$ cat src/rtl/kbd_scan_pkg.sv
// Shared widths, key state encoding and the event record of the scanner.
package kbd_scan_pkg;
    localparam int VEL_W = 7;
    localparam int KEY_W = 8;
    localparam logic [VEL_W-1:0] VEL_TOP = 7'd127;

    typedef enum logic [1:0] {
        KS_IDLE   = 2'd0,
        KS_TIMING = 2'd1,
        KS_DOWN   = 2'd2
    } key_st_t;

    typedef struct packed {
        logic [KEY_W-1:0] key;
        logic             on;
        logic [VEL_W-1:0] vel;
    } note_ev_t;
endpackage

$ cat src/rtl/kbd_col_seq.sv
// Column sequencer and read pipeline.
// On each scan_tick it captures the sense word, credits it to the column that
// was driven before the tick, and moves the select lines to the next column.
// It then walks the captured keys, one per clock.
// Assumes: ticks are at least KPS+1 clocks apart; NUM_SENSE is a power of two.
module kbd_col_seq #(
    parameter int NUM_SEL   = 12,
    parameter int NUM_SENSE = 16
) (
    input  logic                     clk,
    input  logic                     rst_n,
    input  logic                     scan_tick,
    input  logic [NUM_SENSE-1:0]     sense_n,
    output logic [NUM_SEL-1:0]       sel_n,
    output logic                     walk_valid,
    output logic [$clog2(NUM_SEL)-1:0] walk_col,
    output logic [$clog2(NUM_SENSE/2 > 1 ? NUM_SENSE/2 : 2)-1:0] walk_idx,
    output logic                     walk_brk_closed,
    output logic                     walk_mk_closed
);
    localparam int SEL_W = $clog2(NUM_SEL);
    localparam int KPS   = NUM_SENSE / 2;
    localparam int IDX_W = $clog2(KPS > 1 ? KPS : 2);
    localparam logic [NUM_SEL-1:0] ONE_HOT0 = {{(NUM_SEL-1){1'b0}}, 1'b1};

    logic [SEL_W-1:0]     col_q;
    logic                 col_valid_q;
    logic [NUM_SEL-1:0]   sel_q;
    logic [SEL_W-1:0]     col_next;
    logic [NUM_SENSE-1:0] cap_q;
    logic [SEL_W-1:0]     cap_col_q;
    logic                 busy_q;
    logic [IDX_W-1:0]     idx_q;

    // Next column to drive: column 0 after reset, then wrap around.
    always_comb begin
        if (!col_valid_q || col_q == SEL_W'(NUM_SEL - 1))
            col_next = '0;
        else
            col_next = col_q + SEL_W'(1);
    end

    // Select register: advances only on a tick.
    always_ff @(posedge clk) begin
        if (!rst_n) begin
            col_q       <= '0;
            col_valid_q <= 1'b0;
            sel_q       <= '1;
        end else if (scan_tick) begin
            col_q       <= col_next;
            col_valid_q <= 1'b1;
            sel_q       <= ~(ONE_HOT0 << col_next);
        end
    end

    // Capture the reading for the column driven before the tick, then walk its keys.
    always_ff @(posedge clk) begin
        if (!rst_n) begin
            cap_q     <= '1;
            cap_col_q <= '0;
            busy_q    <= 1'b0;
            idx_q     <= '0;
        end else if (scan_tick && col_valid_q) begin
            cap_q     <= sense_n;
            cap_col_q <= col_q;
            busy_q    <= 1'b1;
            idx_q     <= '0;
        end else if (busy_q) begin
            idx_q <= idx_q + IDX_W'(1);
            if (idx_q == IDX_W'(KPS - 1))
                busy_q <= 1'b0;
        end
    end

    assign sel_n           = sel_q;
    assign walk_valid      = busy_q;
    assign walk_col        = cap_col_q;
    assign walk_idx        = idx_q;
    assign walk_brk_closed = ~cap_q[{idx_q, 1'b0}];
    assign walk_mk_closed  = ~cap_q[{idx_q, 1'b1}];

    // select lines hold between ticks
    a_r2_sel_hold: assert property (@(posedge clk) disable iff (!rst_n)
        !scan_tick |=> $stable(sel_n));
    // once started, exactly one line is low
    a_r2_one_low: assert property (@(posedge clk) disable iff (!rst_n)
        col_valid_q |-> $countones(~sel_n) == 1);
    // each tick after the first moves the select pattern
    a_r2_advance: assert property (@(posedge clk) disable iff (!rst_n)
        scan_tick && col_valid_q |=> sel_n != $past(sel_n));
    // input assumption, the walk ends before the next capture
    a_r3_tick_gap: assert property (@(posedge clk) disable iff (!rst_n)
        scan_tick |-> !busy_q);
endmodule

$ cat src/rtl/kbd_key_step.sv
// Next-state function of one key: idle, timing the contact race, sounding.
// Combinational; the caller holds the state and counter of every key.
// Assumes VEL_STEP is 1 or 2.
module kbd_key_step
    import kbd_scan_pkg::*;
#(
    parameter int VEL_STEP = 1
) (
    input  key_st_t          cur_st,
    input  logic [VEL_W-1:0] cur_cnt,
    input  logic             brk_closed,
    input  logic             mk_closed,
    output key_st_t          nxt_st,
    output logic [VEL_W-1:0] nxt_cnt,
    output logic             emit,
    output logic             emit_on,
    output logic [VEL_W-1:0] emit_vel
);
    localparam logic [VEL_W-1:0] STEP_V = VEL_W'(VEL_STEP);

    // Decide the key's transition and any event from one visit's reading.
    always_comb begin
        nxt_st   = cur_st;
        nxt_cnt  = cur_cnt;
        emit     = 1'b0;
        emit_on  = 1'b0;
        emit_vel = '0;
        unique case (cur_st)
            KS_IDLE: begin
                if (!brk_closed) begin
                    if (mk_closed) begin
                        nxt_st   = KS_DOWN;
                        emit     = 1'b1;
                        emit_on  = 1'b1;
                        emit_vel = VEL_TOP;
                    end else begin
                        nxt_st  = KS_TIMING;
                        nxt_cnt = VEL_TOP;
                    end
                end
            end
            KS_TIMING: begin
                if (brk_closed) begin
                    nxt_st = KS_IDLE;
                end else if (mk_closed) begin
                    nxt_st   = KS_DOWN;
                    emit     = 1'b1;
                    emit_on  = 1'b1;
                    emit_vel = cur_cnt;
                end else begin
                    nxt_cnt = (cur_cnt > STEP_V) ? cur_cnt - STEP_V : VEL_W'(1);
                end
            end
            KS_DOWN: begin
                if (brk_closed) begin
                    nxt_st = KS_IDLE;
                    emit   = 1'b1;
                end
            end
            default: nxt_st = KS_IDLE;
        endcase
    end
endmodule

$ cat src/rtl/kbd_evt_fifo.sv
// Small event queue with valid/ready output and a sticky drop flag.
// A push that arrives while the queue is full is discarded.
// Assumes DEPTH is a power of two, at least 2.
module kbd_evt_fifo
    import kbd_scan_pkg::*;
#(
    parameter int DEPTH = 4
) (
    input  logic     clk,
    input  logic     rst_n,
    input  logic     push,
    input  note_ev_t push_data,
    input  logic     pop_ready,
    output logic     out_valid,
    output note_ev_t out_data,
    output logic     overflow
);
    localparam int PTR_W = $clog2(DEPTH);
    localparam int CNT_W = PTR_W + 1;

    note_ev_t         mem [DEPTH];
    logic [PTR_W-1:0] wr_ptr;
    logic [PTR_W-1:0] rd_ptr;
    logic [CNT_W-1:0] count;
    logic             full;
    logic             accept;
    logic             pop;
    logic             ovf_q;

    assign full   = (count == CNT_W'(DEPTH));
    assign accept = push && !full;
    assign pop    = out_valid && pop_ready;

    // Storage write at the tail.
    always_ff @(posedge clk) begin
        if (accept)
            mem[wr_ptr] <= push_data;
    end

    // Pointer, occupancy and overflow bookkeeping.
    always_ff @(posedge clk) begin
        if (!rst_n) begin
            wr_ptr <= '0;
            rd_ptr <= '0;
            count  <= '0;
            ovf_q  <= 1'b0;
        end else begin
            if (accept) wr_ptr <= wr_ptr + PTR_W'(1);
            if (pop)    rd_ptr <= rd_ptr + PTR_W'(1);
            case ({accept, pop})
                2'b10:   count <= count + CNT_W'(1);
                2'b01:   count <= count - CNT_W'(1);
                default: count <= count;
            endcase
            if (push && full) ovf_q <= 1'b1;
        end
    end

    assign out_valid = (count != '0);
    assign out_data  = mem[rd_ptr];
    assign overflow  = ovf_q;

    // a stalled head stays valid and unchanged
    a_r9_hold: assert property (@(posedge clk) disable iff (!rst_n)
        out_valid && !pop_ready |=> out_valid && $stable(out_data));
    // overflow is sticky
    a_r10_sticky: assert property (@(posedge clk) disable iff (!rst_n)
        overflow |=> overflow);
    // occupancy never exceeds depth
    a_r10_bound: assert property (@(posedge clk) disable iff (!rst_n)
        count <= CNT_W'(DEPTH));
endmodule

$ cat src/rtl/kbd_vel_scan.sv
// Velocity keyboard matrix scanner, top level.
// Holds the state and race counter of every key. It updates the keys of the
// captured column one per clock and queues the events they produce.
// Assumes NUM_SEL*NUM_SENSE/2 <= 256 and VEL_STEP in {1,2}.
module kbd_vel_scan
    import kbd_scan_pkg::*;
#(
    parameter int NUM_SEL    = 12,
    parameter int NUM_SENSE  = 16,
    parameter int VEL_STEP   = 1,
    parameter int FIFO_DEPTH = 4
) (
    input  logic                 clk,
    input  logic                 rst_n,
    input  logic                 scan_tick,
    output logic [NUM_SEL-1:0]   sel_n,
    input  logic [NUM_SENSE-1:0] sense_n,
    output logic                 ev_valid,
    input  logic                 ev_ready,
    output logic [KEY_W-1:0]     ev_key,
    output logic                 ev_on,
    output logic [VEL_W-1:0]     ev_vel,
    output logic                 ev_overflow
);
    localparam int KPS      = NUM_SENSE / 2;
    localparam int NUM_KEYS = NUM_SEL * KPS;
    localparam int SEL_W    = $clog2(NUM_SEL);
    localparam int IDX_W    = $clog2(KPS > 1 ? KPS : 2);
    localparam int KIDX_W   = $clog2(NUM_KEYS);

    logic               walk_valid;
    logic [SEL_W-1:0]   walk_col;
    logic [IDX_W-1:0]   walk_idx;
    logic               brk_closed;
    logic               mk_closed;
    logic [KIDX_W-1:0]  key_idx;

    key_st_t            st_q  [NUM_KEYS];
    logic [VEL_W-1:0]   cnt_q [NUM_KEYS];
    key_st_t            cur_st;
    logic [VEL_W-1:0]   cur_cnt;
    key_st_t            nxt_st;
    logic [VEL_W-1:0]   nxt_cnt;
    logic               emit;
    logic               emit_on;
    logic [VEL_W-1:0]   emit_vel;
    note_ev_t           push_ev;
    note_ev_t           head_ev;
    logic               push;

    kbd_col_seq #(
        .NUM_SEL   (NUM_SEL),
        .NUM_SENSE (NUM_SENSE)
    ) u_seq (
        .clk             (clk),
        .rst_n           (rst_n),
        .scan_tick       (scan_tick),
        .sense_n         (sense_n),
        .sel_n           (sel_n),
        .walk_valid      (walk_valid),
        .walk_col        (walk_col),
        .walk_idx        (walk_idx),
        .walk_brk_closed (brk_closed),
        .walk_mk_closed  (mk_closed)
    );

    // Key number from column and position within the column.
    assign key_idx = KIDX_W'(walk_col) * KIDX_W'(KPS) + KIDX_W'(walk_idx);
    assign cur_st  = st_q[key_idx];
    assign cur_cnt = cnt_q[key_idx];

    kbd_key_step #(
        .VEL_STEP (VEL_STEP)
    ) u_step (
        .cur_st     (cur_st),
        .cur_cnt    (cur_cnt),
        .brk_closed (brk_closed),
        .mk_closed  (mk_closed),
        .nxt_st     (nxt_st),
        .nxt_cnt    (nxt_cnt),
        .emit       (emit),
        .emit_on    (emit_on),
        .emit_vel   (emit_vel)
    );

    // Per-key state and counter storage, written for the walked key.
    always_ff @(posedge clk) begin
        if (!rst_n) begin
            for (int i = 0; i < NUM_KEYS; i++) begin
                st_q[i]  <= KS_IDLE;
                cnt_q[i] <= '0;
            end
        end else if (walk_valid) begin
            st_q[key_idx]  <= nxt_st;
            cnt_q[key_idx] <= nxt_cnt;
        end
    end

    assign push         = walk_valid && emit;
    assign push_ev.key  = KEY_W'(key_idx);
    assign push_ev.on   = emit_on;
    assign push_ev.vel  = emit_vel;

    kbd_evt_fifo #(
        .DEPTH (FIFO_DEPTH)
    ) u_fifo (
        .clk       (clk),
        .rst_n     (rst_n),
        .push      (push),
        .push_data (push_ev),
        .pop_ready (ev_ready),
        .out_valid (ev_valid),
        .out_data  (head_ev),
        .overflow  (ev_overflow)
    );

    assign ev_key = head_ev.key;
    assign ev_on  = head_ev.on;
    assign ev_vel = head_ev.vel;

    // an upper-contact opening from idle loads the full count
    a_r4_load: assert property (@(posedge clk) disable iff (!rst_n)
        walk_valid && cur_st == KS_IDLE && !brk_closed && !mk_closed
        |=> cnt_q[$past(key_idx)] == VEL_TOP);
    // note-on velocity is never zero
    a_r6_vel_floor: assert property (@(posedge clk) disable iff (!rst_n)
        push && push_ev.on |-> push_ev.vel != '0);
    // note-off carries velocity zero
    a_r7_off_zero: assert property (@(posedge clk) disable iff (!rst_n)
        push && !push_ev.on |-> push_ev.vel == '0);
    // re-closing the upper contact while timing emits nothing
    a_r8_abandon: assert property (@(posedge clk) disable iff (!rst_n)
        walk_valid && cur_st == KS_TIMING && brk_closed |-> !push);
endmodule

$ cat config.mk
export PLATFORM = sky130hd
export DESIGN_NAME = kbd_vel_scan
export DESIGN_NICKNAME = d
export VERILOG_FILES = /design/src/rtl/kbd_scan_pkg.sv /design/src/rtl/kbd_col_seq.sv /design/src/rtl/kbd_key_step.sv /design/src/rtl/kbd_evt_fifo.sv /design/src/rtl/kbd_vel_scan.sv
export SDC_FILE = /design/constraint.sdc
export NUM_CORES = 2
export LEC_CHECK = 0
export BUFFER_PORTS_ARGS = -buffer_cell sky130_fd_sc_hd__clkbuf_2
export CAP_MARGIN = 10
export CORE_UTILIZATION = 42
export CTS_CLUSTER_DIAMETER = 80
export CTS_CLUSTER_SIZE = 10
export DETAILED_ROUTE_END_ITERATION = 12
export SYNTH_ARGS = -nofsm -noshare
export SYNTH_HDL_FRONTEND = slang
export SYNTH_SLANG_ARGS = --single-unit
$ cat constraint.sdc
create_clock -name clk -period 14.9 [get_ports clk]
set_clock_uncertainty 0.15 [all_clocks]
set_input_delay 1.49 -clock clk [delete_from_list [all_inputs] [get_ports clk]]
set_output_delay 1.49 -clock clk [all_outputs]
set_load 0.03 [all_outputs]
==> run_summary.xml <==
<?xml version="1.0" encoding="UTF-8"?>
<metrics>
  <group name="routing">
    <metric name="total_length_of_routed_wires" unit="um">179000</metric>
    <metric name="wl_met3" unit="um">19800</metric>
    <metric name="drt_first_pass_iters" unit="">7</metric>
    <metric name="route.detailed.drc" unit="">0</metric>
    <metric name="top_layer_used" unit="">met5</metric>
    <metric name="drt_iter0_markers" unit="">5425</metric>
    <metric name="met2WireLength" unit="um">81100</metric>
    <metric name="detailroute.via_count" unit="">36147</metric>
    <metric name="via_per_inst" unit="">6.28</metric>
    <metric name="route.layer.met1.wl" unit="um">69400</metric>
    <metric name="wl_per_cell" unit="um">31.0</metric>
    <metric name="ant_nets" unit="">0</metric>
  </group>
  <group name="clock_tree">
    <metric name="cts.sinks" unit="">1263</metric>
    <metric name="tritoncts.num_buffers" unit="">145</metric>
    <metric name="h-tree-depth" unit="">4</metric>
    <metric name="cts_hold_buf" unit="">0</metric>
    <metric name="clk-insertion-delay-late" unit="ns">0.77</metric>
    <metric name="post_cts_buffers" unit="">0</metric>
    <metric name="cts_tree" unit="">yes</metric>
    <metric name="cts_max_path_buffers" unit="">3</metric>
    <metric name="cts_repair_resize_count" unit="">0</metric>
    <metric name="ctsRootBufferMaster" unit="">sky130_fd_sc_hd__clkbuf_16</metric>
    <metric name="cts.clk_slew.worst_paths" unit="ns">0.05</metric>
  </group>
  <group name="run_status">
    <metric name="status" unit="">completed</metric>
  </group>
  <group name="floorplan">
    <metric name="core_area" unit="um2">128000</metric>
    <metric name="core.rowCount" unit="">131</metric>
    <metric name="chipWidth" unit="um">362</metric>
    <metric name="floorplan.die_area" unit="um2">131000</metric>
    <metric name="top_level_ports" unit="">50</metric>
    <metric name="die_h" unit="um">362</metric>
    <metric name="initial_core_util" unit="%">42.5</metric>
  </group>
  <group name="hold_path">
    <metric name="timing.hold.worst_path_depth" unit="">2</metric>
    <metric name="hold_crit_endpoint" unit="">u_seq.cap_q[2]</metric>
    <metric name="min_from" unit="">u_seq.cap_q[2]</metric>
    <metric name="hold_class" unit="">reg2reg</metric>
  </group>
  <group name="critical_path">
    <metric name="cp-startpoint" unit="">u_seq.walk_idx[0]</metric>
    <metric name="critical_path_arrival" unit="ns">8.49</metric>
    <metric name="cp.required" unit="ns">15.20</metric>
    <metric name="reg_to_reg_end" unit="">cnt_q[27][2]</metric>
    <metric name="startpoint_type" unit="">flip-flop</metric>
    <metric name="criticalPathCategory" unit="">reg2reg</metric>
    <metric name="endpoint_kind" unit="">flip-flop</metric>
    <metric name="setup.reg_to_reg.worst_slack" unit="ns">6.71</metric>
    <metric name="worst_r2r_startpoint" unit="">u_seq.walk_idx[0]</metric>
    <metric name="worst-path-max-fanout" unit="">103</metric>
    <metric name="ff2ff_path_depth" unit="">15</metric>
  </group>
  <group name="placement">
    <metric name="place.port_buffers" unit="">48</metric>
    <metric name="globalplace.congestion" unit="">0.953</metric>
    <metric name="dp_cells" unit="">5583</metric>
    <metric name="placedInstanceArea" unit="um2">56300</metric>
    <metric name="preCtsSetupSlack" unit="ns">7.00</metric>
    <metric name="dpl.hpwl" unit="um">108000</metric>
  </group>
  <group name="timing">
    <metric name="period_minus_slack" unit="ns">8.19</metric>
    <metric name="report.final.hold_viol_count" unit="">0</metric>
    <metric name="postLayoutSetupSlackWorst" unit="ns">6.71</metric>
    <metric name="max_fclk" unit="MHz">122</metric>
    <metric name="fin_hold_ws" unit="ns">0.318</metric>
    <metric name="worst_pin_slew" unit="ns">1.32</metric>
    <metric name="setup_violating_endpoint_count_in_the_final_report" unit="">0</metric>
    <metric name="rsz0062_at_grt" unit="">no</metric>
    <metric name="finalSetupTns" unit="ns">0</metric>
    <metric name="timing.slew.headroom" unit="%">12.0</metric>
    <metric name="final_min_period_over_clock_period" unit="%">55.0</metric>
    <metric name="timing.final.max_slew_violations" unit="">0</metric>
  </group>
  <group name="power_and_ir_drop">
    <metric name="fin_total_pwr" unit="mW">7.89</metric>
    <metric name="p_per_cell_area" unit="nW/um2">131</metric>
    <metric name="p_leak" unit="nW">20.9</metric>
    <metric name="largest_vdd_supply_drop" unit="mV">0.119</metric>
  </group>
  <group name="synth">
    <metric name="synth_area" unit="um2">54500</metric>
    <metric name="synth_ff_type" unit="">sky130_fd_sc_hd__edfxtp_1</metric>
    <metric name="count_of_yosys_warnings_during_synthesis" unit="">0</metric>
    <metric name="synthCells" unit="">4030</metric>
    <metric name="post_synth_arst_share" unit="%">0</metric>
    <metric name="synth-edff-count" unit="">1212</metric>
    <metric name="mappedNetlistNets" unit="">4061</metric>
    <metric name="ys_types" unit="">84</metric>
    <metric name="synth-seq-area-share" unit="%">68.7</metric>
    <metric name="avgSynthCellArea" unit="um2">13.5</metric>
    <metric name="synth_seq_cells" unit="">1263</metric>
  </group>
  <group name="job">
    <metric name="cap_violations" unit="">0</metric>
  </group>
  <group name="finish">
    <metric name="layout-drive-gt1-share" unit="%">13.5</metric>
    <metric name="final_core_util" unit="%">47.1</metric>
    <metric name="nNetsFinal" unit="">4035</metric>
    <metric name="diodes" unit="">0</metric>
    <metric name="area_growth_syn_to_layout" unit="%">10.7</metric>
    <metric name="instances_no_fill" unit="">5760</metric>
    <metric name="finished_layout_cell_area" unit="um2">60300</metric>
  </group>
  <group name="global_route">
    <metric name="grt_max_degree" unit="">104</metric>
    <metric name="overflow" unit="">0</metric>
    <metric name="global_route.usage.total" unit="%">27.0</metric>
    <metric name="grt_antenna_before_repair" unit="">1</metric>
    <metric name="grt_first_pass_wirelength" unit="um">255000</metric>
    <metric name="grt_pass1_vias" unit="">34818</metric>
  </group>
</metrics>
## synthesized netlist by cell type (55+ instances only)
library cell	count	share of area [%]
sky130_fd_sc_hd__nand2_1	356	2.5
sky130_fd_sc_hd__nor3_1	127	1.2
sky130_fd_sc_hd__buf_2	104	0.96
sky130_fd_sc_hd__mux4_2	112	4.6
sky130_fd_sc_hd__a22oi_1	91	1.3
sky130_fd_sc_hd__clkbuf_1	147	1.0
sky130_fd_sc_hd__edfxtp_1	1212	67
sky130_fd_sc_hd__nor2_1	872	6.0
sky130_fd_sc_hd__a21oi_1	55	0.51
sky130_fd_sc_hd__mux2_2	60	1.2
sky130_fd_sc_hd__mux2i_1	124	2.3
sky130_fd_sc_hd__a221oi_1	104	1.7
## flip-flops by register name (all words and copies together), names as in the netlist, 3 cells and up, named ones only
| name | flops |
|---|---|
| u_fifo.mem | 60 |
| u_seq.sel_n | 12 |
| u_seq.cap_q | 16 |
| u_fifo.count | 3 |
| u_seq.walk_col | 4 |
| u_seq.walk_idx | 3 |
| cnt_q | 896 |
| u_seq.col_q | 4 |
| st_q | 256 |
## cell type report
cell class,instances,area [um2]
Clock buffer,160,3770
Clock inverter,14,158
Fill cell,11209,67700
Inverter,32,123
Multi-Input combinational cell,2412,15500
Sequential cell,1263,37400
Tap cell,1729,2160
Timing Repair Buffer,150,1090
## worst max path at each step
stage	slack (ns)	depth (start not counted)	to
2_1_floorplan	10.17	19	cnt_q[100][5]
3_3_place_gp	7.02	15	cnt_q[29][2]
3_5_place_dp	7.00	15	cnt_q[80][2]
4_1_cts	6.96	15	cnt_q[76][2]
5_1_grt	6.52	15	cnt_q[86][2]
6_report	6.71	15	cnt_q[27][2]
## routing by layer
| metal | GRT usage, % | vias up |
|---|---|---|
| li1 | - | 15062 |
| met1 | 36.8 | 18456 |
| met2 | 41.1 | 2205 |
| met3 | 6.29 | 422 |
| met4 | 12.0 | 2 |
| met5 | 0 | - |
## worst max-delay path, stage by stage, from the launching register on
cell and delay [ns]:
sky130_fd_sc_hd__dfxtp_4 0.69, sky130_fd_sc_hd__buf_4 0.58, sky130_fd_sc_hd__buf_12 0.60, sky130_fd_sc_hd__or2_2 0.87, sky130_fd_sc_hd__o22ai_1 0.19, sky130_fd_sc_hd__a221oi_1 0.56
sky130_fd_sc_hd__o22ai_1 0.17, sky130_fd_sc_hd__nor4_1 0.85, sky130_fd_sc_hd__o211ai_1 0.41, sky130_fd_sc_hd__inv_1 0.18, sky130_fd_sc_hd__ha_1 0.18, sky130_fd_sc_hd__o21bai_1 0.21
sky130_fd_sc_hd__nand3_1 0.29, sky130_fd_sc_hd__o221ai_4 0.64, sky130_fd_sc_hd__buf_4 0.97, sky130_fd_sc_hd__nor2_1 0.11
## where the power goes
part / internal (mW) / switching, mW
Clock: 1.78 / 1.37
Combinational: 0.123 / 0.555
Sequential: 4.02 / 0.0322
## cells in the final DEF, fill, tap and decap left out, drive strengths merged, types with 13 or more instances in the layout
cell type and n:
a211oi 13, a21o 13, a21oi 56, a221o 17, a221oi 104, a222oi 13, a22o 30, a22oi 91
a31oi 22, and2 15, buf 102, clkbuf 208, dfxtp 51, edfxtp 1212, inv 42, mux2 64
mux2i 124, mux4 112, nand2 356, nand2b 15, nand3 55, nor2 874, nor2b 26, nor3 128
o21ai 42, o221ai 19, o22ai 48
## kinds of logic (layout without fill, tap and decap cells)
family | Yosys count | in the layout | share of synthesized area, %
adders and majority gates | 11 | 11 | 0.267
and+or+nand+nor | 1536 | 1536 | 11.7
other | 1 | 1 | 0.00689
DFF | 1263 | 1263 | 68.7
AOI/OAI and AO/OA | 557 | 557 | 7.77
muxes | 300 | 300 | 8.24
xor gates and xnor gates | 7 | 7 | 0.113
buffers and inverters | 355 | 356 | 3.18
Power figures use the tool's default switching activity.
